## config.mk

```make
export PLATFORM = sky130hd
export DESIGN_NAME = xlat_buffer
export DESIGN_NICKNAME = d
export VERILOG_FILES = /design/src/rtl/xlat_pkg.sv /design/src/rtl/xlat_cam.sv /design/src/rtl/xlat_victim.sv /design/src/rtl/xlat_buffer.sv
export SDC_FILE = /design/constraint.sdc
export NUM_CORES = 1
export LEC_CHECK = 0
export BUFFER_PORTS_ARGS = -buffer_cell sky130_fd_sc_hd__buf_2
export CAP_MARGIN = 20
export CORE_MARGIN = 5
export CORE_UTILIZATION = 30
export CTS_BUF_LIST = sky130_fd_sc_hd__clkbuf_4 sky130_fd_sc_hd__clkbuf_8
export DETAILED_ROUTE_END_ITERATION = 8
export PLACE_DENSITY = 0.49
export SYNTH_ARGS = -nofsm -noshare
export SYNTH_HDL_FRONTEND = slang
export SYNTH_SLANG_ARGS = --single-unit
```

## constraint.sdc

```tcl
create_clock -name clk -period 11.5 [get_ports clk]
set_input_delay 0.575 -clock clk [delete_from_list [all_inputs] [get_ports clk]]
set_output_delay 0.575 -clock clk [all_outputs]
set_load 0.03 [all_outputs]
```

## src/rtl/xlat_pkg.sv

```systemverilog
// Shared definitions for the translation buffer.
// Assumes: permission check depends only on access direction and two bits.
package xlat_pkg;

    // Outcome of a single lookup
    typedef enum logic [1:0] {
        LK_NONE  = 2'd0,
        LK_HIT   = 2'd1,
        LK_MISS  = 2'd2,
        LK_FAULT = 2'd3
    } lk_kind_e;

    // Returns 1 when the access direction is permitted by the page bits
    function automatic logic access_ok(input logic is_write,
                                       input logic rd_ok,
                                       input logic wr_ok);
        return is_write ? wr_ok : rd_ok;
    endfunction

endpackage

```

## src/rtl/xlat_cam.sv

```systemverilog
// Parallel page-number match over all slots.
// Assumes: at most one resident slot holds a given page; the lowest index wins otherwise.
module xlat_cam #(
    parameter int N     = 8,
    parameter int VPN_W = 20,
    localparam int IDX_W = $clog2(N)
) (
    input  logic [N-1:0]            resident,
    input  logic [N-1:0][VPN_W-1:0] tag_tab,
    input  logic [VPN_W-1:0]        key,
    output logic [N-1:0]            hit_vec,
    output logic                    any_hit,
    output logic [IDX_W-1:0]        hit_idx
);

    // One comparator per slot
    for (genvar g = 0; g < N; g++) begin : g_cmp
        assign hit_vec[g] = resident[g] && (tag_tab[g] == key);
    end

    assign any_hit = |hit_vec;

    // Encode the lowest matching slot
    always_comb begin
        hit_idx = '0;
        for (int i = N - 1; i >= 0; i--) begin
            if (hit_vec[i]) hit_idx = IDX_W'(i);
        end
    end

endmodule

```

## src/rtl/xlat_victim.sv

```systemverilog
// Chooses the slot a refill writes: lowest empty one, else a rotating pointer.
// Assumes: advance is asserted only when a refill lands while all slots are resident.
module xlat_victim #(
    parameter int N = 8,
    localparam int IDX_W = $clog2(N)
) (
    input  logic             clk,
    input  logic             rst_n,
    input  logic [N-1:0]     resident,
    input  logic             advance,
    output logic [IDX_W-1:0] victim_idx,
    output logic             all_full
);

    logic [IDX_W-1:0] first_free;
    logic [IDX_W-1:0] rr_q;

    // Lowest non-resident slot
    always_comb begin
        first_free = '0;
        for (int i = N - 1; i >= 0; i--) begin
            if (!resident[i]) first_free = IDX_W'(i);
        end
    end

    assign all_full   = &resident;
    assign victim_idx = all_full ? rr_q : first_free;

    // Rotating replacement pointer
    always_ff @(posedge clk) begin
        if (!rst_n) begin
            rr_q <= '0;
        end else if (advance) begin
            rr_q <= (rr_q == IDX_W'(N - 1)) ? '0 : rr_q + 1'b1;
        end
    end

endmodule

```

## src/rtl/xlat_buffer.sv

```systemverilog
// Fully associative address translation buffer with per-page used, modified
// and permission state, one-cycle registered response and refill port.
// Assumes: the handler never installs a page that is already resident.
module xlat_buffer #(
    parameter int N     = 8,
    parameter int VPN_W = 20,
    parameter int OFS_W = 12,
    parameter int PFN_W = 20,
    localparam int VA_W  = VPN_W + OFS_W,
    localparam int PA_W  = PFN_W + OFS_W,
    localparam int IDX_W = $clog2(N)
) (
    input  logic             clk,
    input  logic             rst_n,
    input  logic             req_valid,
    input  logic             req_write,
    input  logic [VA_W-1:0]  req_vaddr,
    output logic             rsp_valid,
    output logic             rsp_hit,
    output logic             rsp_miss,
    output logic             rsp_fault,
    output logic [PA_W-1:0]  rsp_paddr,
    input  logic             fill_valid,
    input  logic [VPN_W-1:0] fill_vpn,
    input  logic [PFN_W-1:0] fill_pfn,
    input  logic             fill_rd_ok,
    input  logic             fill_wr_ok,
    input  logic             flush_all,
    output logic             evict_valid,
    output logic [VPN_W-1:0] evict_vpn,
    output logic [PFN_W-1:0] evict_pfn,
    output logic             evict_ref,
    output logic             evict_dirty
);
    import xlat_pkg::*;

    logic [N-1:0]            res_q, ref_q, mod_q, rd_q, wr_q;
    logic [N-1:0][VPN_W-1:0] vpn_q;
    logic [N-1:0][PFN_W-1:0] pfn_q;

    logic [VPN_W-1:0] lk_vpn;
    logic [OFS_W-1:0] lk_ofs;
    logic [N-1:0]     hit_vec;
    logic             any_hit;
    logic [IDX_W-1:0] hit_idx;
    logic [IDX_W-1:0] victim_idx;
    logic             all_full;
    logic             do_fill;
    logic             lk_allowed;
    lk_kind_e         lk_kind;

    assign lk_vpn  = req_vaddr[VA_W-1:OFS_W];
    assign lk_ofs  = req_vaddr[OFS_W-1:0];
    assign do_fill = fill_valid && !flush_all;

    xlat_cam #(.N(N), .VPN_W(VPN_W)) u_cam (
        .resident (res_q),
        .tag_tab  (vpn_q),
        .key      (lk_vpn),
        .hit_vec  (hit_vec),
        .any_hit  (any_hit),
        .hit_idx  (hit_idx)
    );

    xlat_victim #(.N(N)) u_victim (
        .clk        (clk),
        .rst_n      (rst_n),
        .resident   (res_q),
        .advance    (do_fill && all_full),
        .victim_idx (victim_idx),
        .all_full   (all_full)
    );

    // Classify the current lookup
    always_comb begin
        lk_allowed = access_ok(req_write, rd_q[hit_idx], wr_q[hit_idx]);
        if (!req_valid)      lk_kind = LK_NONE;
        else if (!any_hit)   lk_kind = LK_MISS;
        else if (lk_allowed) lk_kind = LK_HIT;
        else                 lk_kind = LK_FAULT;
    end

    // Register the lookup response
    always_ff @(posedge clk) begin
        if (!rst_n) begin
            rsp_valid <= 1'b0;
            rsp_hit   <= 1'b0;
            rsp_miss  <= 1'b0;
            rsp_fault <= 1'b0;
            rsp_paddr <= '0;
        end else begin
            rsp_valid <= (lk_kind != LK_NONE);
            rsp_hit   <= (lk_kind == LK_HIT);
            rsp_miss  <= (lk_kind == LK_MISS);
            rsp_fault <= (lk_kind == LK_FAULT);
            rsp_paddr <= (lk_kind == LK_HIT) ? {pfn_q[hit_idx], lk_ofs} : '0;
        end
    end

    // Per-slot flag state: lookup updates, then refill, then flush
    always_ff @(posedge clk) begin
        if (!rst_n) begin
            res_q <= '0;
            ref_q <= '0;
            mod_q <= '0;
        end else begin
            for (int i = 0; i < N; i++) begin
                if (lk_kind == LK_HIT && hit_vec[i]) begin
                    ref_q[i] <= 1'b1;
                    if (req_write) mod_q[i] <= 1'b1;
                end
                if (do_fill && victim_idx == IDX_W'(i)) begin
                    res_q[i] <= 1'b1;
                    ref_q[i] <= 1'b0;
                    mod_q[i] <= 1'b0;
                end
                if (flush_all) res_q[i] <= 1'b0;
            end
        end
    end

    // Per-slot payload written by refill
    always_ff @(posedge clk) begin
        for (int i = 0; i < N; i++) begin
            if (do_fill && victim_idx == IDX_W'(i)) begin
                vpn_q[i] <= fill_vpn;
                pfn_q[i] <= fill_pfn;
                rd_q[i]  <= fill_rd_ok;
                wr_q[i]  <= fill_wr_ok;
            end
        end
    end

    // Report the entry displaced by a refill into a full buffer
    always_ff @(posedge clk) begin
        if (!rst_n) begin
            evict_valid <= 1'b0;
            evict_vpn   <= '0;
            evict_pfn   <= '0;
            evict_ref   <= 1'b0;
            evict_dirty <= 1'b0;
        end else begin
            evict_valid <= do_fill && all_full;
            evict_vpn   <= vpn_q[victim_idx];
            evict_pfn   <= pfn_q[victim_idx];
            evict_ref   <= ref_q[victim_idx];
            evict_dirty <= mod_q[victim_idx];
        end
    end

endmodule

```

==> impl_metrics.csv, run 1 <==
group,metric,value,unit
timing,fin_skew,0.0427,ns
routing,routed_wl,69.0,mm
synthesis,synth.avg_cell_area,12.3,um^2
clock_network,post_cts_buffers,0,
layout,drive_gt1_share,22.7,%
clock_network,cts_hold_buf,0,
layout,nFillCells,6773,
global_routing,antenna_found_initial,18,
routing,post-route-drc-count,0,
pwr,total_power,3.45,mW
timing,finalHoldViolCount,0,
clock_network,cts_tree,"built",
worst_setup_path,start_kind,"flip-flop",
layout,syn_to_final_growth,15.9,%
floorplan,core,68600,um^2
clock_network,clkSinkCount,442,
synthesis,synth_top_area_share,48.7,%
routing,via_count,14547,
synthesis,ys.flop_type,"edfxtp_1",
timing,worstMarginPinSlew,1.10,ns
placement,post-place-ws,6.27,ns
timing,worst_slack,6.66,ns
placement,placed_cells,2671,
status,status,"finished, final reports clean",
global_routing,grt_overflow,0,
synthesis,synthCells,1684,
global_routing,grtUsageTotal,18.1,%
synthesis,yosysMostFrequentCell,"edfxtp_1",
clock_network,cts.path.max_buffers,3,
pwr,power_density,144,nW/um^2
layout,multiInputGateArea,7930,um^2
layout,final_cells,2828,
layout,fin_area,24000,um^2
clock_network,clk_pin_slew_worst_paths,0.06,ns
global_routing,grt_max_degree,181,
clock_network,h-tree-depth,3,
synthesis,synth-edff-count,336,
worst_setup_path,arrival,5.43,ns
floorplan,die_x,273,um
floorplan,initial_utilization,30.2,%
floorplan,dieArea,74500,um^2
worst_setup_path,crit_fanout,87,
synthesis,synth_cell_types,63,
routing,drtPass1Iterations,5,
worst_setup_path,critPathKind,"flip-flop to flip-flop",
timing,period_minus_slack,4.84,ns
worst_setup_path,worstPathRequired,12.08,ns
clock_network,cts_root_buf,"clkbuf_8",
pwr,power_leakage,7.78,nW
layout,final-seq-area,12200,um^2
routing,ant_nets,0,
placement,dp.final_hpwl,44.0,mm
timing,max_freq,207,MHz
placement,portBuffers,158,
synthesis,synth_top_area_cell,"edfxtp_1",
synthesis,synth_area_leaders,"edfxtp_1, dfxtp_1, xnor2_1, nand2_1, a311oi_1",
timing,drv_slew,0,
placement,gp_congestion,0.921,
floorplan,die_h,273,um
worst_setup_path,end_kind,"flip-flop",
layout,fin_nets,1904,
timing,hold_ws,0.134,ns
pwr,peakVddDrop,0.0000728,V
routing,wl_per_cell,24.4,um
synthesis,syn_nets,1766,
timing,period_share,42.1,%
routing,drt_iter0_markers,1189,
timing,setup_viol,0,
clock_network,clock_latency,0.69,ns
floorplan,rows,96,
floorplan,io_pins,159,
layout,final_util,35.0,%
global_routing,grt_pass1_vias,14680,
global_routing,grt_pass1_wl,101,mm
synthesis,synth_common_cells,"edfxtp_1, nand2_1, xnor2_1",
placement,placed_area,22400,um^2
routing,viasPerCell,5.14,
run,drv_cap,0,
synthesis,async_reset_ff_share,0,%
timing,relSlewSlack,27.0,%
timing,tns,0,ns
worst_hold_path,hold_class,"primary input to flip-flop",
synthesis,yosysSeqAreaShare,58.9,%
clock_network,post_cts_resized,0,
synthesis,yosysWarnings,0,
timing,rsz0062_at_grt,"no",
clock_network,cts_buffers,79,
synthesis,ys_ff_latch,442,
synthesis,syn_area,20700,um^2
-- state kept, by name, indices dropped and copies added, names as in the netlist, 3 cells and up --
| signal | flops |
|---|---|
| mod_q | 8 |
| res_q | 8 |
| wr_q | 8 |
| pfn_q | 160 |
| rsp_paddr | 32 |
| u_victim.rr_q | 3 |
| evict_pfn | 20 |
| evict_vpn | 20 |
| ref_q | 8 |
| vpn_q | 160 |
| rd_q | 8 |
-- cell families after synthesis --
kind of cell	share of synthesized area, %
mux	4.71
buf+inv	3.19
simple gates	13.4
xor+xnor	6.87
fa+ha+maj	0.121
flops	58.9
compound gates	12.8
-- cells in the final DEF (no fill, tap or decap), types with 4 or more instances in the layout --
cell,count
a211o_1,20
a211oi_1,85
a211oi_2,21
a21oi_1,6
a311oi_1,84
and2_1,87
and4_1,6
buf_2,158
buf_4,24
clkbuf_4,32
clkbuf_8,88
clkinv_1,11
clkinv_2,12
dfxtp_1,106
diode_2,9
edfxtp_1,336
inv_1,9
mux2_2,42
mux2i_1,48
nand2_1,222
nand2b_1,6
nand3_1,29
nand4_1,45
nor2_1,54
nor2b_1,6
nor3_1,6
nor3_2,5
nor3b_1,5
nor3b_2,12
nor4_1,18
nor4b_1,4
o211a_1,4
o211ai_1,26
o21a_1,46
o31a_1,4
o31ai_1,5
o31ai_2,6
xnor2_1,114
xor2_1,43
-- worst max-delay path, stage by stage (launching register included) --
cell	delay, ns
edfxtp_1	0.40
xnor2_1	0.42
nand4_1	0.24
nor4_1	0.64
and4_1	0.38
nor4_2	0.11
nor2_8	0.13
buf_4	0.72
mux2i_1	0.17
mux2_2	0.30
mux4_2	0.45
buf_4	0.39
a211oi_2	0.32
-- cell type report --
| type | count | area share [%] |
|---|---|---|
| Clock buffer | 119 | 6.01 |
| Antenna cell | 9 | 0.0937 |
| Sequential cell | 442 | 50.8 |
| Multi-Input combinational cell | 1102 | 33.0 |
| Tap cell | 931 | 4.85 |
| Clock inverter | 28 | 0.849 |
| Inverter | 13 | 0.224 |
| Timing Repair Buffer | 184 | 4.15 |
-- per-layer routing --
layer,vias to the layer above,GRT usage [%],part of all wire [%]
met3,124,3.59,5.5
met5,-,0,0.13
met4,12,6.03,2.7
li1,6638,-,-
met1,7332,24.6,45
met2,441,29.2,46
-- path summary, 6_finish.rpt --
path	startpoint	to	slack (ns)	depth (start not counted)
worst max-delay path	vpn_q[124]$_DFFE_PP_	rsp_paddr[19]$_SDFF_PN0_	6.66	12
worst min-delay path	req_vaddr[1]	rsp_paddr[1]$_SDFF_PN0_	0.13	2
worst max register to register	vpn_q[124]$_DFFE_PP_	rsp_paddr[19]$_SDFF_PN0_	6.66	12
worst min register to register	mod_q[2]$_SDFFE_PP0P_	mod_q[2]$_SDFFE_PP0P_	0.45	2
-- power by group --
part           total (mW)  switching [mW]  internal (mW)
Combinational       0.200           0.140         0.0594
Clock                1.51           0.676          0.836
Sequential           1.74         0.00768           1.73
Note: power is estimated with default switching activity, not from simulation.
==> run 2, diff against run 1 <==
--- a/config.mk
+++ b/config.mk
@@ -11,7 +11,7 @@
 export CORE_UTILIZATION = 30
 export CTS_BUF_LIST = sky130_fd_sc_hd__clkbuf_4 sky130_fd_sc_hd__clkbuf_8
 export DETAILED_ROUTE_END_ITERATION = 8
-export PLACE_DENSITY = 0.49
+export PLACE_DENSITY = 0.5
 export SYNTH_ARGS = -nofsm -noshare
 export SYNTH_HDL_FRONTEND = slang
 export SYNTH_SLANG_ARGS = --single-unit
==> constraint.sdc (replaced) <==
create_clock -name clk -period 4.2 [get_ports clk]
set_input_delay 0.21 -clock clk [delete_from_list [all_inputs] [get_ports clk]]
set_output_delay 0.21 -clock clk [all_outputs]
set_load 0.03 [all_outputs]
==> run 2 against run 1 <==
Effect of this change:
- sequential power grew to 2.7 times the previous value
- cell area rose by 3.1%
- die area stayed put
- utilization rose by 1.1 points
- hold slack got worse by 0.058 ns
- cell count up 2.3%
- register-to-register slack worse by 6.4 ns
- routed wire length grew 0.15%
- critical path type unchanged
- largest power group unchanged
==> impl_metrics.csv, run 2 (same netlist as run 1, synthesis figures left out) <==
group,metric,value,unit
status,status,"finished, final reports clean",
worst_setup_path,arrival,4.50,ns
global_routing,grt_max_degree,125,
worst_setup_path,slowest_stage,"or4_1",
global_routing,grt_pass1_wl,100,mm
timing,drv_slew,0,
layout,fin_area,24800,um^2
global_routing,grt_pass1_vias,14837,
global_routing,grtUsageTotal,18.0,%
layout,fin_nets,1974,
worst_setup_path,slowest_delay,0.59,ns
placement,post-place-ws,0.379,ns
layout,drive_gt1_share,22.5,%
timing,setup_viol,0,
clock_network,post_cts_buffers,0,
layout,layout_top_registers,"pfn_q: 160 flops, vpn_q: 160 flops, rsp_paddr: 32 flops",
global_routing,grt_overflow,0,
worst_setup_path,critPathKind,"flip-flop to flip-flop",
pwr,power_density,381,nW/um^2
routing,post-route-drc-count,0,
clock_network,h-tree-depth,3,
pwr,pwr-share-comb,6.4,%
floorplan,rows,96,
clock_network,cts_root_buf,"clkbuf_8",
floorplan,die_x,273,um
timing,period_minus_slack,3.92,ns
global_routing,antenna_found_initial,12,
worst_hold_path,hold_class,"primary input to flip-flop",
routing,drt_iter0_markers,1105,
clock_network,clk_pin_slew_worst_paths,0.06,ns
timing,max_freq,255,MHz
routing,routed_wl,69.1,mm
timing,finalHoldViolCount,0,
pwr,power_leakage,8.11,nW
floorplan,dieArea,74500,um^2
timing,tns,0,ns
clock_network,clock_latency,0.69,ns
run,drv_cap,0,
routing,wl_per_cell,23.9,um
clock_network,cts.path.max_buffers,3,
clock_network,clkSinkCount,442,
pwr,total_power,9.45,mW
floorplan,initial_utilization,30.2,%
worst_setup_path,worstPathRequired,4.78,ns
routing,via_count,14756,
placement,dp.final_hpwl,45.1,mm
pwr,switching_share,24.3,%
clock_network,cts_tree,"built",
pwr,peakVddDrop,0.000170,V
timing,worst_slack,0.282,ns
timing,worstMarginPinSlew,0.950,ns
timing,rsz0062_at_grt,"no",
routing,ant_nets,0,
routing,viasPerCell,5.10,
floorplan,io_pins,159,
timing,fin_skew,0.0376,ns
worst_setup_path,end_kind,"flip-flop",
timing,period_share,93.3,%
pwr,p_sw,2.30,mW
clock_network,cts_buffers,78,
timing,hold_ws,0.0753,ns
placement,portBuffers,158,
pwr,power_frac_clock,43.2,%
routing,drtPass1Iterations,5,
layout,layout_common_cells,"edfxtp_1, nand2_1, buf_2",
floorplan,core,68600,um^2
pwr,p_int,7.15,mW
timing,relSlewSlack,36.1,%
pwr,pwr-share-seq,50.4,%
layout,layout_commonest_cell,"edfxtp_1",
floorplan,die_h,273,um
worst_setup_path,crit_fanout,22,
placement,gp_congestion,1.00,
placement,placed_area,22600,um^2
worst_setup_path,start_kind,"flip-flop",
worst_setup_path,path_cells,"xnor2_1 > or3b_1 > or4_1 > o211ai_1 > a31o_1 > mux2_2 > mux4_2 > buf_4 > a211oi_2",
layout,syn_to_final_growth,19.5,%
-- run 2: cell count changes in the layout (fill, tap and decap cells not counted), moves of 3 or more --
| cell | before | now |
|---|---|---|
| clkinv_2 | 12 | 21 |
| buf_4 | 24 | 31 |
| buf_12 | 1 | 11 |
| clkbuf_4 | 32 | 14 |
| inv_2 | 0 | 4 |
| diode_2 | 9 | 6 |
| dlygate4sd3_1 | 0 | 55 |
-- run 2: through the flow --
step / utilization (%) / std cells
2_1_floorplan: - / 1684
3_3_place_gp: 32.9 / 2688
3_5_place_dp: 32.9 / 2688
4_1_cts: 36.1 / 2886
5_1_grt: 36.1 / 2889
6_report: 36.1 / 2892
-- run 2: power groups by stage --
stage,clock network (mW),logic (mW),registers [mW]
global placement,0,0.552,4.86
detailed placement,0,0.554,4.86
global route,4.39,0.634,4.77
finish,4.08,0.600,4.77
CTS,4.20,0.601,4.77
floorplan,0,0.267,4.90
-- run 2: worst paths after layout --
check / slack [ns] / cells past startpoint / endpoint / startpoint
setup / recovery: 0.28 / 9 / rsp_paddr[24]$_SDFF_PN0_ / vpn_q[102]$_DFFE_PP_
hold / removal: 0.08 / 3 / res_q[6]$_SDFFE_PP0P_ / flush_all
setup reg to reg: 0.28 / 9 / rsp_paddr[24]$_SDFF_PN0_ / vpn_q[102]$_DFFE_PP_
hold reg to reg: 0.45 / 2 / mod_q[6]$_SDFFE_PP0P_ / mod_q[6]$_SDFFE_PP0P_
-- run 2: timing repair --
action	in CTS	in global routing
endpoints found under the hold margin	349	0
gates resized for setup	0	0
hold buffers	55	0
-- run 2: routing by layer --
| layer | wire length, um | share of wire, % | global-route usage, % |
|---|---|---|---|
| met5 | 54 | 0.078 | 0 |
| met2 | 32900 | 48 | 30.1 |
| met3 | 4110 | 6.0 | 3.36 |
| met1 | 30700 | 44 | 24.1 |
| met4 | 1370 | 2.0 | 5.12 |
-- run 2: area by class of cell --
cell class                      instances  area [um^2]
Clock buffer                          102         1320
Tap cell                              931         1160
Timing Repair Buffer                  255         1790
Clock inverter                         41          288
Multi-Input combinational cell       1102         7930
Inverter                               13         48.8
Sequential cell                       442        12200
Antenna cell                            6         15.0
Fill cell                            6704        43800
-- run 2: critical path: cells and delay by family, from the launching register on --
kind,cells,cell delay [ns]
buffers and inverters,1,0.30
xor gates and xnor gates,1,0.49
and+or+nand+nor,2,0.99
DFF,1,0.39
muxes,2,0.86
AOI/OAI and AO/OA,3,0.76
